===== config.mk =====
export PLATFORM = sky130hd
export DESIGN_NAME = clkctl_regbank
export DESIGN_NICKNAME = d
export VERILOG_FILES = /design/src/rtl/clkctl_pkg.sv /design/src/rtl/clkctl_decode.sv /design/src/rtl/clkctl_regcell.sv /design/src/rtl/clkctl_regbank.sv
export SDC_FILE = /design/constraint.sdc
export NUM_CORES = 1
export LEC_CHECK = 0
export ABC_AREA = 1
export BUFFER_PORTS_ARGS = -buffer_cell sky130_fd_sc_hd__buf_2
export CAP_MARGIN = 0
export CORE_MARGIN = 1.5
export CORE_UTILIZATION = 40
export DETAILED_ROUTE_END_ITERATION = 12
export HOLD_SLACK_MARGIN = 0.02
export SETUP_SLACK_MARGIN = 0.15
export SLEW_MARGIN = 40
export SYNTH_ARGS = -nofsm -noshare
export SYNTH_HDL_FRONTEND = slang
export SYNTH_SLANG_ARGS = --single-unit

===== constraint.sdc =====
create_clock -name clk -period 1.7 [get_ports clk]
set_clock_uncertainty 0.1 [all_clocks]
set_input_delay 0.085 -clock clk [delete_from_list [all_inputs] [get_ports clk]]
set_output_delay 0.085 -clock clk [all_outputs]
set_load 0.05 [all_outputs]

===== src/rtl/clkctl_pkg.sv =====
package clkctl_pkg;
   localparam int NREG = 10;
   localparam int DW   = 32;

   // slot order: mode, pdiv0, pdiv1, mpll, spll, gate0..2, const, pm
   function automatic int unsigned reg_word(input int i);
      case (i)
         0: return 0;   1: return 1;   2: return 2;
         3: return 4;   4: return 6;   5: return 8;
         6: return 9;   7: return 10;  8: return 18;
         default: return 23;
      endcase
   endfunction

   function automatic logic [DW-1:0] reg_rst(input int i);
      case (i)
         0: return 32'h074B0B7B;
         1: return 32'hFF870B48;
         2: return 32'h49FCFE7F;
         3: return 32'h04001800;
         4: return 32'h04043001;
         8: return 32'h00004040;
         9: return 32'h80209828;
         default: return 32'hFFFFFFFF;
      endcase
   endfunction

   function automatic logic [DW-1:0] reg_mask(input int i);
      case (i)
         0: return 32'h3B6FDFFF;
         1: return 32'hFF9F3FFF;
         3, 4: return 32'hBFFF3FFF;
         8, 9: return 32'h0;
         default: return 32'hFFFFFFFF;
      endcase
   endfunction

   function automatic logic [DW-1:0] reg_force(input int i);
      return (i == 0) ? 32'h00000004 : 32'h0;
   endfunction

   function automatic bit reg_writable(input int i);
      return i < 8;
   endfunction

   function automatic bit reg_recalc(input int i);
      return i < 5;
   endfunction

   function automatic logic [NREG-1:0] writable_vec();
      logic [NREG-1:0] v;
      for (int i = 0; i < NREG; i++) v[i] = reg_writable(i);
      return v;
   endfunction

   function automatic logic [NREG-1:0] recalc_vec();
      logic [NREG-1:0] v;
      for (int i = 0; i < NREG; i++) v[i] = reg_recalc(i);
      return v;
   endfunction
endpackage


===== src/rtl/clkctl_decode.sv =====
module clkctl_decode #(
   parameter int WIDX = 10,
   parameter int NREG = clkctl_pkg::NREG
) (
   input  logic [WIDX-1:0] word_idx,
   output logic [NREG-1:0] sel
);
   for (genvar i = 0; i < NREG; i++) begin : g_cmp
      localparam int unsigned WORD = clkctl_pkg::reg_word(i);
      assign sel[i] = (word_idx == WIDX'(WORD));
   end
endmodule


===== src/rtl/clkctl_regcell.sv =====
module clkctl_regcell #(
   parameter int          DW       = 32,
   parameter logic [DW-1:0] RST    = '0,
   parameter logic [DW-1:0] MASK   = '1,
   parameter logic [DW-1:0] FORCE  = '0,
   parameter bit          WRITABLE = 1'b1
) (
   input  logic          clk,
   input  logic          rst_n,
   input  logic          we,
   input  logic [DW-1:0] wdata,
   output logic [DW-1:0] q
);
   if (WRITABLE) begin : g_rw
      logic [DW-1:0] q_r;
      always_ff @(posedge clk or negedge rst_n) begin
         if (!rst_n)  q_r <= RST;
         else if (we) q_r <= (wdata & MASK) | FORCE;
      end
      assign q = q_r;
   end else begin : g_ro
      logic unused_ro;
      assign unused_ro = ^{clk, rst_n, we, wdata};
      assign q = RST;
   end
endmodule


===== src/rtl/clkctl_regbank.sv =====
module clkctl_regbank #(
   parameter int ADDR_W = 12
) (
   input  logic              clk,
   input  logic              rst_n,
   input  logic              req_valid,
   input  logic              req_write,
   input  logic [ADDR_W-1:0] req_addr,
   input  logic [31:0]       req_wdata,
   output logic              rsp_valid,
   output logic [31:0]       rsp_rdata,
   output logic              err_pulse,
   output logic              recalc_pulse,
   output logic [31:0]       cfg_mode,
   output logic [31:0]       cfg_pdiv0,
   output logic [31:0]       cfg_mpll
);
   import clkctl_pkg::*;

   localparam int WIDX = ADDR_W - 2;
   localparam logic [NREG-1:0] WR_VEC = writable_vec();
   localparam logic [NREG-1:0] RC_VEC = recalc_vec();

   if (ADDR_W < 7) begin : g_bad_addr_w
      $error("ADDR_W must reach word index 23");
   end

   logic [WIDX-1:0] word_idx;
   logic [NREG-1:0] sel;
   logic [DW-1:0]   regq [NREG];
   logic [DW-1:0]   rd_terms [NREG];
   logic [DW-1:0]   rd_mux;
   logic            hit, wr_req, rd_req, init_q;
   logic            unused_lo;

   assign word_idx  = req_addr[ADDR_W-1:2];
   assign unused_lo = ^req_addr[1:0];
   assign wr_req    = req_valid & req_write;
   assign rd_req    = req_valid & ~req_write;
   assign hit       = |sel;

   clkctl_decode #(.WIDX(WIDX), .NREG(NREG)) u_dec (
      .word_idx (word_idx),
      .sel      (sel)
   );

   for (genvar i = 0; i < NREG; i++) begin : g_reg
      clkctl_regcell #(
         .DW       (DW),
         .RST      (reg_rst(i)),
         .MASK     (reg_mask(i)),
         .FORCE    (reg_force(i)),
         .WRITABLE (reg_writable(i))
      ) u_cell (
         .clk   (clk),
         .rst_n (rst_n),
         .we    (wr_req & sel[i]),
         .wdata (req_wdata),
         .q     (regq[i])
      );
      if (i == 0) begin : g_first
         assign rd_terms[i] = regq[i] & {DW{sel[i]}};
      end else begin : g_rest
         assign rd_terms[i] = rd_terms[i-1] | (regq[i] & {DW{sel[i]}});
      end
   end

   assign rd_mux = rd_terms[NREG-1];

   always_ff @(posedge clk or negedge rst_n) begin
      if (!rst_n) begin
         init_q       <= 1'b1;
         rsp_valid    <= 1'b0;
         rsp_rdata    <= '0;
         err_pulse    <= 1'b0;
         recalc_pulse <= 1'b0;
      end else begin
         init_q       <= 1'b0;
         rsp_valid    <= rd_req;
         if (rd_req) rsp_rdata <= rd_mux;
         err_pulse    <= req_valid & (~hit | (req_write & ~|(sel & WR_VEC)));
         recalc_pulse <= init_q | (wr_req & |(sel & RC_VEC));
      end
   end

   assign cfg_mode  = regq[0];
   assign cfg_pdiv0 = regq[1];
   assign cfg_mpll  = regq[3];
endmodule


==> reports/qor.csv, run 1 <==
stage;metric;value;unit
sta;fin. max-slew vios;0;
layout;layout cells sized above 1;28.7;%
synthesis;Cell variety after synth;30;
critical_path;worst path bufs/invs;1;
critical_path;FF-to-FF Start;g_reg[1].u_cell.q[27]$_DFFE_PN1P_;
grt;first-pass GRT wire length;59.4;mm
power_and_ir_drop;Seq pwr share;45.7;%
synthesis;mapped cell area;12700;µm²
power_and_ir_drop;Peak supply drop;0.000709;V
worst_hold_path;worst hold path cell count;7;
floorplan;IO Count;179;
clock_tree;CTS tree;done;
synthesis;Compound-Gate Fraction of Synth Area;10.1;%
sta;RSZ-0062 raised after global routing;no;
layout;Core Util, Final;50.8;%
grt;initial antenna violation count;0;
power_and_ir_drop;Net Sw Power;3.76;mW
synthesis;Synth warnings;0;
sta;Final Critical Period;1.53;ns
critical_path;arrival time at the worst endpoint;1.34;ns
floorplan;height of the die;181;µm
grt;gr ovfl total;0;
synthesis;multiplexer share of the synthesized area;0;%
critical_path;crit-path max FO;3;
critical_path;critical path startpoint category;flip-flop;
route;DR iter-0 viols;766;
layout;nets;1802;
power_and_ir_drop;Pleak;7.53;nW
route;vias per cell;4.94;
clock_tree;clk_lat worst skew;0.56;ns
synthesis;syn avg cell area;8.33;µm²
power_and_ir_drop;total power;15.0;mW
critical_path;critical setup path kind;flip-flop to output port;
power_and_ir_drop;internal power;11.3;mW
run;max-cap violation count;0;
placed_design;pre-CTS WS;-0.139;ns
sta;fin worst setup slack;0.174;ns
sta;fin crit share;89.7;%
sta;# setup viols final;0;
floorplan;initial core utilization;40.5;%
clock_tree;TritonCTS buffer count;30;
route;via count;10800;
critical_path;reg2reg setup slack;0.50;ns
synthesis;leading area contributor after synthesis;dfstp_2;
critical_path;CP peak stage delay;0.57;ns
critical_path;CP endpoint kind;output port;
route;WL/cell;17.2;µm
critical_path;Worst Setup EP;cfg_mode[4];
sta;final hold vios;0;
layout;fillers;3025;
synthesis;Mapped Cells;1524;
synthesis;Synth top area share;33.3;%
synthesis;Synth Area in Simple Gates;26.3;%
layout;Synth-to-Final Area Change;25.7;%
placed_design;DP Cell Count;2088;
floorplan;Die W;181;µm
critical_path;Crit path max-delay family;flip-flops;
clock_tree;clk sinks;277;
clock_tree;setup bufs post-CTS;0;
power_and_ir_drop;combinational share of power;8.8;%
status;status;completed;
grt;Total GRT Usage;23.2;%
synthesis;Yosys reg bits;277;
clock_tree;Worst-path clk slew;0.06;ns
clock_tree;root buffer cell;clkbuf_16;
synthesis;Synth area leaders;dfstp_2 (33%), dfrtp_1 (23%), nand2_1 (16%);
floorplan;Die ar.;32800;µm²
sta;FMAX;655;MHz
floorplan;std cell rows;65;
critical_path;CP required;1.51;ns
placed_design;hpwl dp;25.0;mm
critical_path;Critical Path Stages;1;
placed_design;PortBufs;164;
synthesis;largest family of logic cells by synthesized area;simple AND/OR/NAND/NOR gates;
placed_design;routability cong.;0.856;
sta;setup TNS;0;ns
route;Post-DRT Antenna Nets;0;
critical_path;FF-to-FF End;rsp_rdata[27]$_DFFE_PN0P_;
route;DRT Pass-1 Iters;6;
route;final WL;37.5;mm
clock_tree;H-tree lvl count;1;
synthesis;Adder-Cell Fraction of Synth Area;0;%
synthesis;register area share after synthesis;56.2;%
critical_path;R2R depth;4;
power_and_ir_drop;Clk pwr share;45.5;%
sta;Worst Tran Pin Value;0.647;ns
power_and_ir_drop;PD cells;941;nW/µm²
worst_hold_path;Worst Hold Class;primary input to flip-flop;
sta;Max-slew headroom;56.7;%
critical_path;Slowest cell on crit path;dfstp_2;
synthesis;Synth Area in XOR/XNOR;0;%
power_and_ir_drop;Switching Fraction;25.0;%
grt;vias in the first global route;10300;
layout;Finished Layout Cells;2179;
floorplan;Placeable Area;31400;µm²
critical_path;worst path cell trace;buf_4;
grt;largest net degree at the start of global routing;61;
clock_tree;Clock Tree Buf Depth;3;
critical_path;Worst Setup SP;g_reg[0].u_cell.q[4]$_DFFE_PN1P_;
route;DRC violations left;0;
[per-stage QoR]
step | hold slack (ns) | cell area [µm²]
floorplan | -0.311 | 12700
global placement | -0.123 | 14500
detailed placement | -0.125 | 14500
CTS | 0.0600 | 15900
global route | 0.0987 | 16000
finish | 0.0720 | 16000
[power groups by stage]
stage / Combinational [mW] / Clock (mW) / Sequential (mW)
after floorplan: 0.409 / 0 / 7.33
after global placement: 1.26 / 0 / 6.97
after detailed placement: 1.27 / 0 / 6.97
after CTS: 1.34 / 6.96 / 6.86
after global routing: 1.44 / 7.26 / 6.88
final: 1.33 / 6.83 / 6.86
[repair_timing]
item / CTS / global route
endpoints found under the setup margin: 36 / 3
hold endpoints to repair: 512 / 0
resized for setup: 36 / 3
hold buffers: 36 / 0
[registers in the layout, indices dropped and copies added (netlist names)]
name          count
init_q            1
err_pulse         1
rsp_rdata        32
g.u_cell.q      241
rsp_valid         1
recalc_pulse      1
[kinds of logic after synthesis]
| logic type | after synthesis |
|---|---|
| buffers and inverters | 200 |
| AOI/OAI and AO/OA | 256 |
| and+or+nand+nor | 790 |
| DFF | 277 |
| other | 1 |
[worst min-delay path by stage]
stage	endpoint	slack, ns	startpoint
global route	g_reg[7].u_cell.q[1]$_DFFE_PN1P_	0.1	rst_n
CTS	rsp_rdata[15]$_DFFE_PN0P_	0.06	req_addr[2]
floorplan	err_pulse$_DFF_PN0_	-0.31	rst_n
detailed placement	g_reg[3].u_cell.q[3]$_DFFE_PN0P_	-0.12	rst_n
finish	rsp_rdata[15]$_DFFE_PN0P_	0.07	req_addr[2]
global placement	rsp_rdata[3]$_DFFE_PN0P_	-0.12	rst_n
[layer usage]
layer  GRT usage [%]  share of wire, %  up-vias
li1                -                 -     5256
met1            33.0                46     5130
met2            36.9                45      328
met3            3.91               6.3       57
met4            5.20               1.9        0
met5               0                 0        -
[synthesized netlist by cell type]
| cell type | number |
|---|---|
| a21o_1 | 1 |
| a21oi_1 | 14 |
| buf_1 | 1 |
| buf_2 | 39 |
| buf_4 | 15 |
| buf_6 | 10 |
| clkbuf_1 | 19 |
| clkbuf_2 | 3 |
| clkinv_2 | 1 |
| conb_1 | 1 |
| dfrtp_1 | 116 |
| dfstp_2 | 161 |
| inv_1 | 107 |
| inv_2 | 5 |
| nand2_1 | 532 |
| nand2_2 | 5 |
| nand2_4 | 3 |
| nand3_1 | 86 |
| nand3_2 | 2 |
| nand3_4 | 2 |
| nand3b_1 | 1 |
| nand4_1 | 7 |
| nor2_1 | 114 |
| nor2_2 | 3 |
| nor2_4 | 8 |
| nor2_8 | 3 |
| nor3_1 | 3 |
| o21ai_0 | 99 |
| o21ai_1 | 142 |
| or2_2 | 21 |
[cells in the final DEF, fill, tap and decap left out, drive strengths merged, types with 36 or more instances in the layout]
master	synthesis	routed
nor2	128	128
nand3	90	90
o21ai	241	241
nand2	540	540
buf	65	237
dfstp	161	161
inv	112	112
clkbuf	22	41
dlygate4sd3	0	36
dfrtp	116	116
[layout make-up]
class	count	area (µm²)	share of cell area [%]
repair buffers	273	2150	13.5
clock buffers	41	903	5.66
diodes	1	2.50	0.0157
inverters	113	425	2.67
multi-input cells	1059	4700	29.4
flip-flops and latches	277	7130	44.7
well taps	402	503	3.15
clock inverters	13	140	0.878
Power figures use the tool's default switching activity.
==> run 2, diff against run 1 <==
- BUFFER_PORTS_ARGS: -buffer_cell sky130_fd_sc_hd__buf_2 -> unset
- CORE_UTILIZATION: 40 -> 30
- DONT_BUFFER_PORTS: unset -> 1
- SETUP_SLACK_MARGIN: 0.15 -> 0.3
==> run 2 against run 1 <==
  * The flow now finishes with violations (negative hold slack)
  * Sequential cell count unchanged
  * Wire length up 8.3%
  * Hold slack worse by 0.97 ns
  * Sequential share of layout area down 0.59 points
  * Cell count up 4.3%
  * Global-route usage down 4.3 points
  * Clock power down 2%
  * Non-clock buffer count down 46
  * First-iteration DRC count up 13%
  * Register-to-register slack worse by 0.07 ns
  * Critical endpoint is now cfg_mode[5]
==> reports/qor.csv, run 2 (synthesis gave the netlist of run 1 again) <==
stage;metric;value;unit;change
grt;largest net degree at the start of global routing;278;;+360%
sta;fin crit share;87.1;%;-2.6 points
clock_tree;Worst-path clk slew;0.06;ns;about the same
sta;Final Critical Period;1.48;ns;-0.0441 ns
floorplan;initial core utilization;30.3;%;-10 points
clock_tree;clk sinks;277;;unchanged
clock_tree;TritonCTS buffer count;31;;+3.3%
clock_tree;H-tree lvl count;1;;unchanged
layout;most frequent cells in the layout;nand2_1 (529), dfstp_2 (154), o21ai_1 (142);;
sta;setup TNS;0;ns;unchanged
floorplan;Placeable Area;41900;µm²;+33%
sta;fin. max-slew vios;0;;unchanged
layout;commonest non-fill, non-tap cell in the layout;nand2_1;;
route;final WL;40.7;mm;+8.3%
grt;gr ovfl total;0;;unchanged
power_and_ir_drop;Seq pwr share;47.0;%;+1.3 points
power_and_ir_drop;Net Sw Power;3.71;mW;-1.3%
status;failing checks;negative hold slack;;
run;max-cap violation count;0;;unchanged
floorplan;height of the die;209;µm;+15%
sta;Max-slew headroom;53.0;%;-3.7 points
sta;final hold vios;280;;+280
power_and_ir_drop;Switching Fraction;25.2;%;+0.12 points
layout;Design Area, Final;16300;µm²;+2.0%
sta;# setup viols final;0;;unchanged
floorplan;std cell rows;75;;+15%
power_and_ir_drop;Peak supply drop;0.000693;V;-2.2%
critical_path;CP required;1.51;ns;about the same
worst_hold_path;Worst Hold Class;primary input to async pin;;
power_and_ir_drop;Clk pwr share;45.3;%;-0.2 points
layout;Finished Layout Cells;2272;;+4.3%
clock_tree;CTS tree;done;;
critical_path;CP endpoint kind;output port;;
floorplan;Die ar.;43600;µm²;+33%
grt;first-pass GRT wire length;63.2;mm;+6.5%
power_and_ir_drop;PD cells;907;nW/µm²;-3.7%
route;Post-DRT Antenna Nets;0;;unchanged
power_and_ir_drop;Pleak;7.35;nW;-2.4%
placed_design;hpwl dp;26.5;mm;+5.7%
layout;layout cells sized above 1;27.1;%;-1.7 points
clock_tree;Clock Tree Buf Depth;3;;unchanged
sta;fin worst setup slack;0.218;ns;+0.0441 ns
placed_design;pre-CTS WS;0.0892;ns;+0.228 ns
critical_path;arrival time at the worst endpoint;1.30;ns;-0.04 ns
placed_design;PortBufs;0;;-100%
sta;FMAX;675;MHz;+3.0%
route;DRC violations left;0;;unchanged
route;WL/cell;17.9;µm;+3.9%
floorplan;Die W;209;µm;+15%
sta;RSZ-0062 raised after global routing;yes;;
placed_design;DP Cell Count;2137;;+2.3%
clock_tree;clk_lat worst skew;0.57;ns;about the same
floorplan;IO Count;179;;unchanged
layout;Synth-to-Final Area Change;28.2;%;
critical_path;critical path startpoint category;flip-flop;;
power_and_ir_drop;combinational share of power;7.7;%;-1.1 points
sta;Hold Slack;-0.896;ns;-0.968 ns
route;DRT Pass-1 Iters;5;;-1
layout;nets;1757;;-2.5%
route;DR iter-0 viols;869;;+13%
power_and_ir_drop;internal power;11.1;mW;-1.9%
grt;initial antenna violation count;0;;unchanged
sta;Worst Tran Pin Value;0.705;ns;+0.0580 ns
layout;Largest register FFs;241;;unchanged
critical_path;critical setup path kind;flip-flop to output port;;
layout;antenna diode count;0;;-1
placed_design;routability cong.;0.837;;-2.2%
critical_path;crit-path max FO;3;;unchanged
route;vias per cell;4.73;;-4.3%
grt;vias in the first global route;10400;;+1.2%
route;via count;10700;;-0.23%
clock_tree;root buffer cell;clkbuf_16;;
grt;Total GRT Usage;18.8;%;-4.3 points
layout;fillers;4305;;+42%
status;status;finished, violations left;;
placed_design;cell area after placement;14200;µm²;-1.7%
[run 2: cell types whose count changed in the layout (fill, tap and decap cells not counted), sizes merged]
cell         previous run  this run
dlygate4sd3            36        42
buf                   237       185
bufinv                  3         2
clkinv                 11         9
clkbuf                 41        46
diode                   1         0
inv                   112       113
[run 2: what timing repair did]
item | CTS | global route
gates resized for setup | 82 | 20
endpoints found under the setup margin | 57 | 188
endpoints found under the hold margin | 551 | 281
setup buffers | 24 | 12
pin swaps | 0 | 4
hold buffers | 41 | 4
[run 2: cell type report]
class	instances	area [µm²]	share of cell area, %
timing repair buffer	227	2290	14.1
clock buffer	46	892	5.48
clock inverter	11	113	0.692
sequential	277	7180	44.1
tap	539	674	4.14
inverter	113	427	2.62
multi-input combinational	1059	4700	28.9
[run 2: per-layer routing]
| metal | GRT usage [%] | wire length [µm] | up-vias | part of all wire, % |
|---|---|---|---|---|
| met5 | 0 | 0 | - | 0 |
| met4 | 4.27 | 824 | 0 | 2.0 |
| met3 | 4.03 | 3320 | 62 | 8.2 |
| met2 | 30.0 | 18600 | 397 | 46 |
| met1 | 26.1 | 17900 | 5105 | 44 |
| li1 | - | - | 5182 | - |
[run 2: path summary, 6_finish.rpt]
check,startpoint,cells past startpoint,slack [ns],endpoint
setup / recovery,g_reg[0].u_cell.q[5]$_DFFE_PN1P_,0,0.22,cfg_mode[5]
hold / removal,rst_n,0,-0.90,g_reg[1].u_cell.q[1]$_DFFE_PN0P_
setup reg to reg,g_reg[0].u_cell.q[8]$_DFFE_PN1P_,6,0.43,rsp_rdata[8]$_DFFE_PN0P_
hold reg to reg,g_reg[5].u_cell.q[10]$_DFFE_PN1P_,2,0.37,g_reg[5].u_cell.q[10]$_DFFE_PN1P_
max in group asynchronous,rst_n,0,1.75,g_reg[0].u_cell.q[21]$_DFFE_PN0P_
min in group clk,req_addr[5],6,-0.02,g_reg[1].u_cell.q[11]$_DFFE_PN1P_
[run 2: stage by stage]
step	total power, mW	utilization [%]	hold WS (ns)
finish	14.8	38.9	-0.896
global route	15.3	38.9	-0.917
CTS	14.9	38.4	-0.909
detailed placement	8.07	34.0	-0.295
global placement	8.06	34.0	-0.292
floorplan	7.74	-	-0.311
[run 2: power by group through the flow]
stage	Combinational (mW)	Sequential [mW]	Clock, mW
2_1_floorplan	0.409	7.33	0
3_3_place_gp	1.03	7.03	0
3_5_place_dp	1.04	7.03	0
4_1_cts	1.14	6.94	6.85
5_1_grt	1.22	6.95	7.13
6_report	1.14	6.94	6.69
==> run 3, diff against run 2 <==
- ABC_AREA: 1 -> unset
==> run 3 against run 2 <==
  * The run still ends with negative hold slack left
  * Sequential cell count stayed put
  * Worst setup slack worse by 0.065 ns
  * Wire length is 3.0% higher
  * Hold slack better by 0.037 ns
  * Sequential share of layout area is 3.0 points lower
  * Design area is 6.8% higher
  * Sequential power hardly changed
  * Largest cell class unchanged
==> reports/qor.csv, run 3 <==
stage;metric;value;unit;change
critical_path;reg2reg setup slack;0.28;ns;-0.15 ns
synthesis;Yosys reg bits;277;;unchanged
sta;Final Critical Period;1.55;ns;+0.0647 ns
synthesis;Synth warnings;0;;unchanged
critical_path;CP required;2.09;ns;+0.58 ns
floorplan;Die W;210;µm;+0.67%
synthesis;Commonest cells post-synth;mux2_2 (272), dfstp_2 (161), dfrtp_1 (116);;
sta;Max-slew headroom;52.5;%;-0.52 points
synthesis;Cell variety after synth;57;;+90%
synthesis;fraction of registers with async set/reset;100;%;unchanged
route;DRT Pass-1 Iters;5;;unchanged
status;status;finished, violations left;;
critical_path;CP peak stage delay;0.60;ns;
synthesis;register area share after synthesis;55.4;%;-0.76 points
clock_tree;clk sinks;277;;unchanged
layout;Largest register FFs;241;;unchanged
grt;gr ovfl total;0;;unchanged
placed_design;PortBufs;0;;unchanged
grt;vias in the first global route;9319;;-10%
layout;nets;1210;;-31%
run;max-cap violation count;0;;unchanged
critical_path;worst path cell trace;or4_4, or2_4, nor3_4, buf_12, clkbuf_16, mux2_2;;
clock_tree;root buffer cell;clkbuf_16;;
route;WL/cell;24.3;µm;+36%
floorplan;initial core utilization;30.6;%;+0.21 points
grt;initial antenna violation count;0;;unchanged
synthesis;Synth top area share;32.9;%;-0.45 points
floorplan;IO Count;179;;unchanged
clock_tree;Worst-path clk slew;0.06;ns;about the same
synthesis;leading area contributor after synthesis;dfstp_2;;
critical_path;Slowest cell on crit path;or4_4;;
sta;final hold vios;397;;+42%
grt;largest net degree at the start of global routing;278;;unchanged
critical_path;arrival time at the worst endpoint;1.93;ns;+0.63 ns
synthesis;mapped cell area;12900;µm²;+1.4%
sta;Hold Slack;-0.859;ns;+0.0371 ns
synthesis;syn avg cell area;13.6;µm²;+63%
critical_path;CP endpoint kind;flip-flop;;
synthesis;count leader, synth;mux2_2;;
status;failing checks;negative hold slack;;
synthesis;Post-synth EDFFs;0;;unchanged
sta;fin. max-slew vios;0;;unchanged
grt;first-pass GRT wire length;61.1;mm;-3.4%
clock_tree;H-tree lvl count;1;;unchanged
layout;Synth-to-Final Area Change;35.1;%;
route;vias per cell;5.20;;+10%
sta;FMAX;647;MHz;-4.2%
power_and_ir_drop;Pleak;7.64;nW;+3.9%
floorplan;Die ar.;44200;µm²;+1.4%
layout;commonest non-fill, non-tap cell in the layout;mux2_2;;
clock_tree;clk_lat worst skew;0.56;ns;about the same
grt;Total GRT Usage;18.5;%;-0.32 points
route;final WL;41.9;mm;+3.0%
route;Post-DRT Antenna Nets;0;;unchanged
synthesis;Mapped Cells;946;;-38%
floorplan;height of the die;210;µm;+0.67%
clock_tree;Clock Tree Buf Depth;3;;unchanged
sta;RSZ-0062 raised after global routing;yes;;
placed_design;hpwl dp;26.4;mm;-0.16%
clock_tree;TritonCTS buffer count;30;;-3.2%
worst_hold_path;Worst Hold Class;primary input to async pin;;
sta;setup TNS;0;ns;unchanged
critical_path;critical path startpoint category;primary input;;
sta;# setup viols final;0;;unchanged
placed_design;DP Cell Count;1595;;-25%
floorplan;std cell rows;75;;unchanged
layout;layout cells sized above 1;61.7;%;+35 points
floorplan;Placeable Area;42100;µm²;+0.67%
clock_tree;CTS tree;done;;
layout;fillers;3872;;-10%
placed_design;routability cong.;0.772;;-7.7%
critical_path;critical setup path kind;primary input to flip-flop;;
route;via count;8982;;-16%
sta;Worst Tran Pin Value;0.713;ns;+0.00787 ns
critical_path;crit-path max FO;8;;+5
sta;fin crit share;91.0;%;+3.8 points
synthesis;ys flop type;dfstp_2;;
route;DRC violations left;0;;unchanged
layout;most frequent cells in the layout;mux2_2 (184), dfstp_2 (159), buf_4 (136);;
power_and_ir_drop;Peak supply drop;0.000689;V;-0.57%
power_and_ir_drop;PD cells;876;nW/µm²;-3.4%
layout;Finished Layout Cells;1726;;-24%
synthesis;Synth area leaders;dfstp_2 (33%), mux2_2 (24%), dfrtp_1 (23%);;
route;DR iter-0 viols;714;;-18%
[run 3: cell count changes after synthesis, sizes merged, moves of 81 or more]
| cell | before | now |
|---|---|---|
| nand2 | 540 | 8 |
| mux2 | 0 | 278 |
| o21ai | 241 | 11 |
| inv | 112 | 2 |
| nor2 | 128 | 41 |
| nand3 | 90 | 9 |
[run 3: area by class of cell]
class,instances,area [µm²],area share [%]
flip-flops and latches,277,7150,41.1
repair buffers,249,2640,15.2
diodes,1,2.50,0.0144
clock buffers,46,902,5.19
inverters,3,11.3,0.0647
multi-input cells,601,5840,33.5
clock inverters,10,179,1.03
well taps,539,674,3.88
[run 3: cells by family after synthesis]
kind of cell	Yosys count	synth area share, %
mux	333	28.8
flops	277	55.4
compound gates	129	6.74
simple gates	125	5.70
buf+inv	80	3.27
xor+xnor	1	0.0681
other cells	1	0.0291
[run 3: worst paths after layout]
| check | depth (start not counted) | startpoint | endpoint |
|---|---|---|---|
| max | 6 | req_addr[8] | g_reg[5].u_cell.q[16]$_DFFE_PN1P_ |
| min | 0 | rst_n | rsp_rdata[8]$_DFFE_PN0P_ |
| max reg2reg | 5 | g_reg[1].u_cell.q[6]$_DFFE_PN1P_ | rsp_rdata[6]$_DFFE_PN0P_ |
| min reg2reg | 1 | g_reg[2].u_cell.q[8]$_DFFE_PN0P_ | g_reg[2].u_cell.q[8]$_DFFE_PN0P_ |
| max in group asynchronous | 0 | rst_n | rsp_rdata[0]$_DFFE_PN0P_ |
| min in group clk | 1 | req_valid | err_pulse$_DFF_PN0_ |
[run 3: repair_timing]
item | 4_1_cts | 5_1_grt
resized for setup | 111 | 68
pin swaps | 5 | 7
endpoints found under the setup margin | 212 | 260
hold buffers | 35 | 2
buffers inserted | 22 | 6
cloned | 5 | 4
endpoints found under the hold margin | 552 | 431
[run 3: metal layers]
metal  part of all wire, %  GRT usage, %  wire [µm]
met4                   2.7          5.23       1130
met5                     0             0          0
met1                    43          24.5      18000
met3                   6.3          3.53       2630
met2                    48          30.8      20100
[run 3: power by group]
part           total [mW]  switching, mW  leakage (nW)  internal [mW]
Clock                7.11           2.71         0.533           4.40
Sequential           6.95          0.171          3.21           6.78
Combinational        1.18          0.758          3.90          0.421
Total                15.2           3.64          7.64           11.6
[run 3: metrics by stage]
step	setup slack [ns]	utilization (%)	hold WS, ns	instance area, µm²	power [mW]
2_1_floorplan	-0.287	-	-0.311	13100	7.79
3_3_place_gp	-0.372	35.2	-0.295	14800	8.02
3_5_place_dp	-0.406	35.2	-0.298	14800	8.03
4_1_cts	0.192	40.3	-0.903	17000	15.4
5_1_grt	0.150	41.3	-0.894	17400	15.8
6_report	0.154	41.3	-0.859	17400	15.2
[run 3: worst max-delay path: cells and delay by family]
family,cells,cell delay [ns]
muxes,1,0.33
buffers and inverters,2,0.35
and+or+nand+nor,3,1.16
